--- src/rtl/fault_ram_pkg.sv ---
package fault_ram_pkg;

  typedef enum logic [2:0] {
    FK_NONE = 3'd0,
    FK_SA0  = 3'd1,
    FK_SA1  = 3'd2,
    FK_TFUP = 3'd3,
    FK_TFDN = 3'd4,
    FK_WDF0 = 3'd5,
    FK_WDF1 = 3'd6,
    FK_RSVD = 3'd7
  } faultKind_e;

  // strobes from control to datapath
  typedef struct packed {
    logic       wrHit;   // write addresses the faulty word, fault armed
    logic       rdHit;   // read addresses the faulty word, stuck fault armed
    faultKind_e kind;
  } cellStrobe_t;

  // stored value of the faulty bit after a write
  function automatic logic faultWriteBit(faultKind_e k, logic oldBit, logic newBit);
    logic res;
    res = newBit;
    case (k)
      FK_SA0:  res = 1'b0;
      FK_SA1:  res = 1'b1;
      FK_TFUP: res = (!oldBit && newBit) ? 1'b0 : newBit;
      FK_TFDN: res = (oldBit && !newBit) ? 1'b1 : newBit;
      FK_WDF0: res = (!oldBit && !newBit) ? 1'b1 : newBit;
      FK_WDF1: res = (oldBit && newBit) ? 1'b0 : newBit;
      default: res = newBit;
    endcase
    return res;
  endfunction

  function automatic logic isStuck(faultKind_e k);
    return (k == FK_SA0) || (k == FK_SA1);
  endfunction

endpackage

--- src/rtl/fault_ram_ctrl.sv ---
module fault_ram_ctrl
  import fault_ram_pkg::*;
#(
  parameter int ADDR_W = 4,
  parameter int BIT_W  = 3
) (
  input  logic              clk,
  input  logic              rstN,
  input  logic              cfgValid,
  input  logic [2:0]        cfgKind,
  input  logic [ADDR_W-1:0] cfgAddr,
  input  logic [BIT_W-1:0]  cfgBit,
  input  logic [ADDR_W-1:0] addr,
  input  logic              wrEn,
  output cellStrobe_t       strobe,
  output logic [BIT_W-1:0]  tgtBit
);

  faultKind_e        kindQ;
  logic [ADDR_W-1:0] tgtAddrQ;
  logic [BIT_W-1:0]  tgtBitQ;
  faultKind_e        kindIn;
  logic              armed;
  logic              addrMatch;

  // reserved code folds into "no fault"
  always_comb begin
    kindIn = faultKind_e'(cfgKind);
    if (kindIn == FK_RSVD) kindIn = FK_NONE;
  end

  always_ff @(posedge clk or negedge rstN) begin
    if (!rstN) begin
      kindQ    <= FK_NONE;
      tgtAddrQ <= '0;
      tgtBitQ  <= '0;
    end else if (cfgValid) begin
      kindQ    <= kindIn;
      tgtAddrQ <= cfgAddr;
      tgtBitQ  <= cfgBit;
    end
  end

  assign armed     = (kindQ != FK_NONE);
  assign addrMatch = (addr == tgtAddrQ);

  always_comb begin
    strobe.wrHit = wrEn && armed && addrMatch;
    strobe.rdHit = addrMatch && isStuck(kindQ);
    strobe.kind  = kindQ;
  end

  assign tgtBit = tgtBitQ;

  AST_CFG_HOLD: assert property (@(posedge clk) disable iff (!rstN)
    !cfgValid |=> ($stable(strobe.kind) && $stable(tgtBit))) else $error("cfg changed without strobe");

  AST_RSVD_NONE: assert property (@(posedge clk) disable iff (!rstN)
    (cfgValid && cfgKind == 3'd7) |=> (strobe.kind == FK_NONE)) else $error("reserved code armed a fault");

  AST_NO_HIT_IDLE: assert property (@(posedge clk) disable iff (!rstN)
    (strobe.kind == FK_NONE) |-> (!strobe.wrHit && !strobe.rdHit)) else $error("hit with no fault");

endmodule

--- src/rtl/fault_ram_dp.sv ---
module fault_ram_dp
  import fault_ram_pkg::*;
#(
  parameter int ADDR_W = 4,
  parameter int DATA_W = 8,
  parameter int BIT_W  = 3
) (
  input  logic              clk,
  input  logic              rstN,
  input  cellStrobe_t       strobe,
  input  logic [BIT_W-1:0]  tgtBit,
  input  logic [ADDR_W-1:0] addr,
  input  logic              wrEn,
  input  logic [DATA_W-1:0] wrData,
  output logic [DATA_W-1:0] rdData
);

  localparam int DEPTH = 1 << ADDR_W;

  logic [DATA_W-1:0] mem [DEPTH];
  logic [DATA_W-1:0] oldWord;
  logic [DATA_W-1:0] newWord;
  logic [DATA_W-1:0] readWord;

  assign oldWord = mem[addr];

  for (genvar b = 0; b < DATA_W; b++) begin : g_bit
    logic sel;
    assign sel = (tgtBit == BIT_W'(b));
    assign newWord[b]  = (strobe.wrHit && sel) ?
                         faultWriteBit(strobe.kind, oldWord[b], wrData[b]) : wrData[b];
    assign readWord[b] = (strobe.rdHit && sel) ?
                         (strobe.kind == FK_SA1) : oldWord[b];
  end

  always_ff @(posedge clk or negedge rstN) begin
    if (!rstN) begin
      for (int w = 0; w < DEPTH; w++) mem[w] <= '0;
      rdData <= '0;
    end else begin
      rdData <= readWord;
      if (wrEn) mem[addr] <= newWord;
    end
  end

  AST_PLAIN_WRITE: assert property (@(posedge clk) disable iff (!rstN)
    (wrEn && !strobe.wrHit) |=> (mem[$past(addr)] == $past(wrData))) else $error("plain write lost");

  AST_SA0_READ: assert property (@(posedge clk) disable iff (!rstN)
    (strobe.rdHit && strobe.kind == FK_SA0) |=> (rdData[$past(tgtBit)] == 1'b0)) else $error("stuck-0 read 1");

  AST_SA1_READ: assert property (@(posedge clk) disable iff (!rstN)
    (strobe.rdHit && strobe.kind == FK_SA1) |=> (rdData[$past(tgtBit)] == 1'b1)) else $error("stuck-1 read 0");

  AST_TFUP_HOLD: assert property (@(posedge clk) disable iff (!rstN)
    (strobe.wrHit && strobe.kind == FK_TFUP && !oldWord[tgtBit] && wrData[tgtBit])
    |=> (mem[$past(addr)][$past(tgtBit)] == 1'b0)) else $error("rise not blocked");

  AST_TFDN_HOLD: assert property (@(posedge clk) disable iff (!rstN)
    (strobe.wrHit && strobe.kind == FK_TFDN && oldWord[tgtBit] && !wrData[tgtBit])
    |=> (mem[$past(addr)][$past(tgtBit)] == 1'b1)) else $error("fall not blocked");

  AST_WDF0_FLIP: assert property (@(posedge clk) disable iff (!rstN)
    (strobe.wrHit && strobe.kind == FK_WDF0 && !oldWord[tgtBit] && !wrData[tgtBit])
    |=> (mem[$past(addr)][$past(tgtBit)] == 1'b1)) else $error("rewrite-0 did not flip");

  AST_WDF1_FLIP: assert property (@(posedge clk) disable iff (!rstN)
    (strobe.wrHit && strobe.kind == FK_WDF1 && oldWord[tgtBit] && wrData[tgtBit])
    |=> (mem[$past(addr)][$past(tgtBit)] == 1'b0)) else $error("rewrite-1 did not flip");

  AST_OTHER_BITS: assert property (@(posedge clk) disable iff (!rstN)
    wrEn |=> (((mem[$past(addr)] ^ $past(wrData)) & ~(DATA_W'(1) << $past(tgtBit))) == '0))
    else $error("non-target bit corrupted");

endmodule

--- src/rtl/fault_ram.sv ---
module fault_ram
  import fault_ram_pkg::*;
#(
  parameter int ADDR_W = 4,
  parameter int DATA_W = 8,
  localparam int BIT_W = (DATA_W > 1) ? $clog2(DATA_W) : 1
) (
  input  logic              clk,
  input  logic              rstN,
  input  logic [ADDR_W-1:0] addr,
  input  logic              wrEn,
  input  logic [DATA_W-1:0] wrData,
  output logic [DATA_W-1:0] rdData,
  input  logic              cfgValid,
  input  logic [2:0]        cfgKind,
  input  logic [ADDR_W-1:0] cfgAddr,
  input  logic [BIT_W-1:0]  cfgBit
);

  cellStrobe_t      strobe;
  logic [BIT_W-1:0] tgtBit;

  fault_ram_ctrl #(.ADDR_W(ADDR_W), .BIT_W(BIT_W)) ctrl_i (
    .clk(clk), .rstN(rstN), .cfgValid(cfgValid), .cfgKind(cfgKind),
    .cfgAddr(cfgAddr), .cfgBit(cfgBit), .addr(addr), .wrEn(wrEn),
    .strobe(strobe), .tgtBit(tgtBit)
  );

  fault_ram_dp #(.ADDR_W(ADDR_W), .DATA_W(DATA_W), .BIT_W(BIT_W)) dp_i (
    .clk(clk), .rstN(rstN), .strobe(strobe), .tgtBit(tgtBit), .addr(addr),
    .wrEn(wrEn), .wrData(wrData), .rdData(rdData)
  );

endmodule

--- config.mk ---
export PLATFORM = sky130hd
export DESIGN_NAME = fault_ram
export DESIGN_NICKNAME = d
export VERILOG_FILES = /design/src/rtl/fault_ram_pkg.sv /design/src/rtl/fault_ram_ctrl.sv /design/src/rtl/fault_ram_dp.sv /design/src/rtl/fault_ram.sv
export SDC_FILE = /design/constraint.sdc
export NUM_CORES = 1
export LEC_CHECK = 0
export ABC_AREA = 0
export BUFFER_PORTS_ARGS = -buffer_cell sky130_fd_sc_hd__buf_2
export CAP_MARGIN = 20
export CORE_ASPECT_RATIO = 0.75
export CORE_MARGIN = 5
export CORE_UTILIZATION = 50
export DETAILED_ROUTE_END_ITERATION = 8
export HOLD_SLACK_MARGIN = 0.02
export PLACE_DENSITY = 0.75
export SYNTH_ARGS = -nofsm -noshare
export SYNTH_HDL_FRONTEND = slang
export SYNTH_SLANG_ARGS = --single-unit
export TNS_END_PERCENT = 100
--- constraint.sdc ---
create_clock -name clk -period 3.45 [get_ports clk]
set_input_delay 0.69 -clock clk [delete_from_list [all_inputs] [get_ports clk]]
set_output_delay 0.69 -clock clk [all_outputs]
set_load 0.01 [all_outputs]
==> results.json, run 1 <==
{
  "status": "finished clean",
  "cts_hold_buf": 0,
  "yosys.area_share.adder": 0,
  "syn_area_per_cell_um2": 9.878,
  "netlist_instances": 773,
  "via_per_inst": 5.937,
  "crit_fanout": 26,
  "critPathTopFamily": "multiplexers",
  "ioPinCount": 34,
  "cts_inserted_buffers": 17,
  "async_flop_share": 1.000,
  "synth_top_family_by_area": "compound AO/OA/AOI/OAI gates",
  "cts_root_buf": "clkbuf_16",
  "clk_pin_slew_ns": 0.06,
  "clkSinkCount": 146,
  "path_cells": "buf_2, buf_12, mux4_1, mux2i_1, mux2_2, a211oi_1, o22a_2, o21ai_0",
  "antenna_left": 0,
  "swShare": 0.2865,
  "drive_gt1_frac": 0.2143,
  "critPathCaptureType": "register",
  "finalHoldViolCount": 0,
  "die_h_um": 117.0,
  "syn-num-nets": 799,
  "whs_ns": 0.3063,
  "synth_compound_area_frac": 0.1734,
  "setup_viol": 0,
  "synthXorXnorAreaFrac": 0.005735,
  "nets": 827,
  "p_per_area_mw_per_mm2": 598.3,
  "dp.final_hpwl_um": 12980,
  "grt_max_degree": 79,
  "rsz0062_at_grt": "false",
  "ys.flop_type": "dfrtp_1",
  "p_int_mw": 3.718,
  "synth_edf_count": 0,
  "vias": 6038,
  "final_util": 0.5758,
  "fmax_mhz": 343.8,
  "slew_viol_final": 0,
  "critPathLaunchType": "primary input",
  "die_w_um": 152.7,
  "period_needed_ns": 2.908,
  "critPathBufInv": 2,
  "cts_tree": "done",
  "cp.required_ns": 3.72,
  "synthDistinctLibCells": 50,
  "finClkSkew_ns": 0.01040,
  "total_leakage_power_nw": 3.989,
  "grt_pass1_vias": 5781,
  "htree_levels": 4,
  "ir_worst_vdd_v": 0.0002531,
  "synth_area_mm2": 0.007636,
  "clock_latency_ns": 0.43,
  "n_fill_cell": 1293,
  "fp.dieArea_mm2": 0.01787,
  "wl_um": 19320,
  "worstPathArrival_ns": 3.18,
  "first_iter_violations": 421,
  "ys_seq_elements": 146,
  "fin_area_mm2": 0.008710,
  "clockBufferDepth": 2,
  "synth_warnings": 0,
  "dpl_cell_area_mm2": 0.008119,
  "finalWeightedCongestion": 0.9067,
  "synthMuxAreaShare": 0.1430,
  "criticalPathCategory": "primary input to register",
  "setup-tns-final_ns": 0,
  "portBuffers": 33,
  "cts_resized": 0,
  "start_util": 0.5048,
  "num_rows": 39,
  "critPathSlowestCell": "mux4_1",
  "grt_pass1_wl_um": 31890,
  "core_mm2": 0.01513,
  "slew_headroom": 0.4477,
  "antenna_found_initial": 0,
  "dr.pass1.iters": 6,
  "fin_crit_sh": 0.8430,
  "wire_per_inst_um": 19.00,
  "drc": 0,
  "track_usage": 0.2289,
  "grt-ovfl-total": 0,
  "share_seq_of_total_power": 0.435,
  "seq_area_frac_synth": 0.4785,
  "power.switching_mw": 1.493,
  "clock_power_share": 0.359,
  "placed_cells": 987,
  "cts_setup_buffers": 0,
  "maxCapViolations": 0,
  "max_slew.worst_pin.slew_ns": 0.8268,
  "combPwrFrac": 0.206,
  "max_stage_delay_ns": 0.56,
  "yosys.area_share.simple": 0.1617,
  "final_cells": 1017,
  "area_delta_synth_final_pct": 14.06,
  "antenna_cells": 0,
  "hold_class": "primary input to asynchronous set/reset pin"
}
metal layers:
layer	global-route usage	wire length (um)	up-vias
li1	-	-	2809
met3	0.07240	1697	46
met1	0.3206	8641	2928
met2	0.3390	8460	255
met5	0	0	-
met4	0.08368	525	0
kinds of logic after synthesis:
logic type	Yosys count
muxes	81
xor gates and xnor gates	5
buffers and inverters	60
DFF	146
AOI/OAI and AO/OA	210
and+or+nand+nor	271
flip-flops by register name, summed over array words and instances (netlist names):
name,count
dp_i.rdData,8
ctrl_i.tgtBit,3
ctrl_i.kindQ,3
dp_i.mem,128
ctrl_i.tgtAddrQ,4
final cells by class:
class                      count  area [um2]  area share
multi-input combinational    567        3695      0.4242
tap                          205       256.5     0.02945
timing repair buffer          65       499.2     0.05732
sequential                   146        3654      0.4195
inverter                       4       15.01    0.001724
clock inverter                10       133.9     0.01537
clock buffer                  20       456.7     0.05244
cells in the mapped netlist (all sizes together), types with 3 or more instances:
| cell | count | area, um2 |
|---|---|---|
| and3 | 5 | 31.28 |
| a211oi | 4 | 30.03 |
| o22ai | 8 | 50.05 |
| mux2i | 32 | 345.3 |
| clkbuf | 32 | 123.9 |
| o211a | 8 | 80.08 |
| nand3b | 3 | 26.27 |
| inv | 4 | 15.01 |
| a22o | 8 | 70.07 |
| nand3 | 12 | 60.06 |
| buf | 24 | 148.9 |
| nor2b | 13 | 81.33 |
| nand4 | 4 | 25.02 |
| a211o | 4 | 35.03 |
| nor3 | 9 | 45.04 |
| xor2 | 5 | 43.79 |
| nor4b | 4 | 35.03 |
| a31oi | 9 | 56.30 |
| nand2 | 169 | 634.4 |
| nor2 | 30 | 112.6 |
| o22a | 4 | 40.04 |
| o21ai | 139 | 770.7 |
| a221oi | 5 | 43.79 |
| dfrtp | 146 | 3654 |
| nor3b | 5 | 37.54 |
| mux2 | 33 | 371.6 |
| a41oi | 6 | 52.55 |
| or2 | 4 | 25.02 |
| a21oi | 11 | 55.05 |
| mux4 | 16 | 375.4 |
placed cells by master, fill, tap and decap left out, types with 5 or more instances in the layout:
cell       netlist  layout
o21ai_0        119     119
nor2_1          30      30
a31oi_1          9       9
mux4_2          12      12
o21ai_2         20      20
nand3_1         12      12
nor2b_1         13      13
buf_4            2      25
mux2i_1         30      30
mux2_2          33      33
clkbuf_16        0      17
a22o_1           8       8
and3_1           5       5
nor3b_1          5       5
a41oi_1          6       6
xor2_1           5       5
a221oi_1         5       5
dfrtp_1        146     146
buf_2           11      32
nand2_1        169     169
o211a_1          8       8
o22ai_1          8       8
nor3_1           9       9
buf_12           0       7
a21oi_1         11      11
path summary, 6_finish.rpt:
kind,startpoint,end,slack [ns],depth (start not counted)
worst max-delay path,addr[0],dp_i.mem[35],0.54,8
worst min-delay path,rstN,ctrl_i.tgtBit[2],0.31,1
worst max register to register,ctrl_i.kindQ[1],dp_i.mem[42],0.69,7
worst min register to register,dp_i.mem[6],dp_i.mem[6],0.47,2
max in group asynchronous,rstN,dp_i.mem[42],2.39,2
min in group clk,dp_i.mem[6],dp_i.mem[6],0.47,2
power by group through the flow:
stage               Clock (mW)  Sequential [mW]  Combinational, mW
floorplan                    0             2.23              0.745
global placement             0             2.28               1.03
detailed placement           0             2.29               1.07
CTS                       1.89             2.26               1.07
global route              1.98             2.31               1.20
finish                    1.87             2.27               1.07
metrics by stage:
stage                     power (mW)  setup slack, ns
after global placement         3.309           0.2307
after CTS                      5.229           0.5765
after global routing           5.484           0.3933
after detailed placement       3.354           0.1593
final                          5.211           0.5417
after floorplan                2.977           0.5274
Note: power is estimated with default switching activity, not from simulation.
==> run 2, diff against run 1 <==
Settings changed: PLACE_DENSITY 0.75 to 0.77.
Clock period 3.45 ns to 2.6 ns, I/O delays scaled along.
==> run 2 against run 1 <==
Against the previous run:
- clock skew up 0.0058 ns
- sequential share of layout area down 2.6 points
- non-clock buffer count increased by 46
- clock power is 39% higher
- flip-flop and latch count stayed put
- worst setup slack got worse by 0.51 ns
- via count increased by 5.3%
- total power up 39%
- first-iteration DRC count grew 73%
- critical path type is now register to register
- largest power group unchanged
- highest routed layer unchanged
==> results.json, run 2 (synthesis gave the netlist of run 1 again) <==
{
  "dpl_cell_area_mm2": 0.008529,
  "final_cells": 1066,
  "cts_tree": "done",
  "rsz0062_at_grt": "true",
  "grt_pass1_wl_um": 33000,
  "portBuffers": 33,
  "cts_hold_buf": 0,
  "final_common_cell": "nand2_1",
  "max_slew.worst_pin.slew_ns": 0.9988,
  "largest_register": "dp_i.mem",
  "critPathCaptureType": "register",
  "criticalPathCategory": "register to register",
  "ioPinCount": 34,
  "first_iter_violations": 730,
  "reg2reg_to": "dp_i.mem[113]",
  "hold_class": "primary input to asynchronous set/reset pin",
  "antenna_cells": 0,
  "clockBufferDepth": 2,
  "nets": 874,
  "critPathLaunchType": "register",
  "crit_fanout": 8,
  "clkSinkCount": 146,
  "antenna_left": 0,
  "fin_area_mm2": 0.009279,
  "htree_levels": 4,
  "worstPathArrival_ns": 2.85,
  "total_leakage_power_nw": 4.271,
  "slew_viol_final": 0,
  "final_cell_mix": "nand2_1 (169), dfrtp_1 (146), o21ai_0 (115), buf_4 (66), buf_2 (32)",
  "reg2regPathDepth": 7,
  "period_needed_ns": 2.564,
  "p_per_area_mw_per_mm2": 781.0,
  "via_per_inst": 5.962,
  "die_w_um": 152.7,
  "wire_per_inst_um": 19.40,
  "grt_pass1_vias": 6123,
  "critPathSlowestCell": "or4b_1",
  "placed_cells": 1029,
  "drive_gt1_frac": 0.2776,
  "antenna_found_initial": 0,
  "cp.required_ns": 2.89,
  "slew_headroom": 0.3328,
  "drc": 0,
  "finalWeightedCongestion": 0.9833,
  "r2r_setup_slack_ns": 0.04,
  "track_usage": 0.2346,
  "finalHoldViolCount": 0,
  "setup_viol": 0,
  "dr.pass1.iters": 5,
  "clock_latency_ns": 0.43,
  "area_delta_synth_final_pct": 21.51,
  "fmax_mhz": 390.0,
  "cts_inserted_buffers": 17,
  "fp.dieArea_mm2": 0.01787,
  "status": "finished clean",
  "maxCapViolations": 0,
  "start_util": 0.5048,
  "reg_top3": "dp_i.mem x128, dp_i.rdData x8, ctrl_i.tgtAddrQ x4",
  "rr_startpoint": "dp_i.mem[97]",
  "dp.final_hpwl_um": 13610,
  "cts_root_buf": "clkbuf_16",
  "vias": 6356,
  "ir_worst_vdd_v": 0.0004409,
  "grt_max_degree": 57,
  "clk_pin_slew_ns": 0.07,
  "num_rows": 39,
  "path_cells": "mux4_1, mux2i_4, mux2i_1, or4b_1, a22oi_2, buf_4, o21ai_0",
  "n_fill_cell": 1177,
  "max_stage_delay_ns": 0.56,
  "core_mm2": 0.01513,
  "grt-ovfl-total": 0,
  "die_h_um": 117.0,
  "fin_crit_sh": 0.9862,
  "largest_reg_flops": 128,
  "wl_um": 20680,
  "finClkSkew_ns": 0.01623
}
run 2: repair_timing:
item	in CTS	in global routing
gates cloned	0	1
setup buffers	2	2
resized for setup	0	18
endpoints found under the setup margin	1	60
pin swaps	1	2
run 2: layout make-up:
| type | instances | area, um2 | area share |
|---|---|---|---|
| Timing Repair Buffer | 111 | 889.6 | 0.09587 |
| Inverter | 4 | 15.01 | 0.001618 |
| Sequential cell | 146 | 3654 | 0.3937 |
| Multi-Input combinational cell | 568 | 3840 | 0.4138 |
| Clock inverter | 15 | 198.9 | 0.02144 |
| Tap cell | 205 | 256.5 | 0.02764 |
| Clock buffer | 17 | 425.4 | 0.04585 |
run 2: stage by stage:
stage | setup slack (ns) | power [mW] | hold WS (ns) | utilization | setup TNS, ns
after floorplan | -0.01826 | 3.999 | 0.2244 | - | -0.3109
after global placement | -0.3496 | 4.504 | 0.4566 | 0.5639 | -33.18
after detailed placement | -0.4199 | 4.575 | 0.4629 | 0.5639 | -39.93
after CTS | 0.01960 | 7.196 | 0.07703 | 0.6061 | 0
after global routing | -0.04397 | 7.608 | 0.1006 | 0.6134 | -0.1883
final | 0.03579 | 7.247 | 0.06232 | 0.6134 | 0
run 2: worst max path at each step:
stage                            start             to
final                     dp_i.mem[97]  dp_i.mem[113]
after detailed placement       addr[0]   dp_i.mem[71]
after global routing      dp_i.mem[97]  dp_i.mem[113]
after floorplan                addr[0]   dp_i.mem[12]
after CTS                      addr[0]   dp_i.mem[40]
after global placement         addr[0]   dp_i.mem[40]
run 2: where the power goes:
part / internal, mW / switching [mW] / leakage, nW
clock network: 1.54 / 1.06 / 0.305
registers: 2.74 / 0.276 / 1.84
logic: 0.772 / 0.858 / 2.13
total: 5.06 / 2.19 / 4.27
run 2: critical path: cells and delay by family, from the launching register on:
| kind | cells | cell delay (ns) |
|---|---|---|
| compound gates | 2 | 0.32 |
| simple gates | 1 | 0.56 |
| buf+inv | 1 | 0.22 |
| mux | 3 | 0.94 |
| flops | 1 | 0.38 |
run 2: per-layer routing:
| layer | wire length, um | vias up | GRT usage |
|---|---|---|---|
| li1 | - | 2920 | - |
| met1 | 9370 | 3139 | 0.3345 |
| met2 | 9366 | 261 | 0.3658 |
| met3 | 1629 | 36 | 0.05108 |
| met4 | 312 | 0 | 0.07300 |
| met5 | 0 | - | 0 |
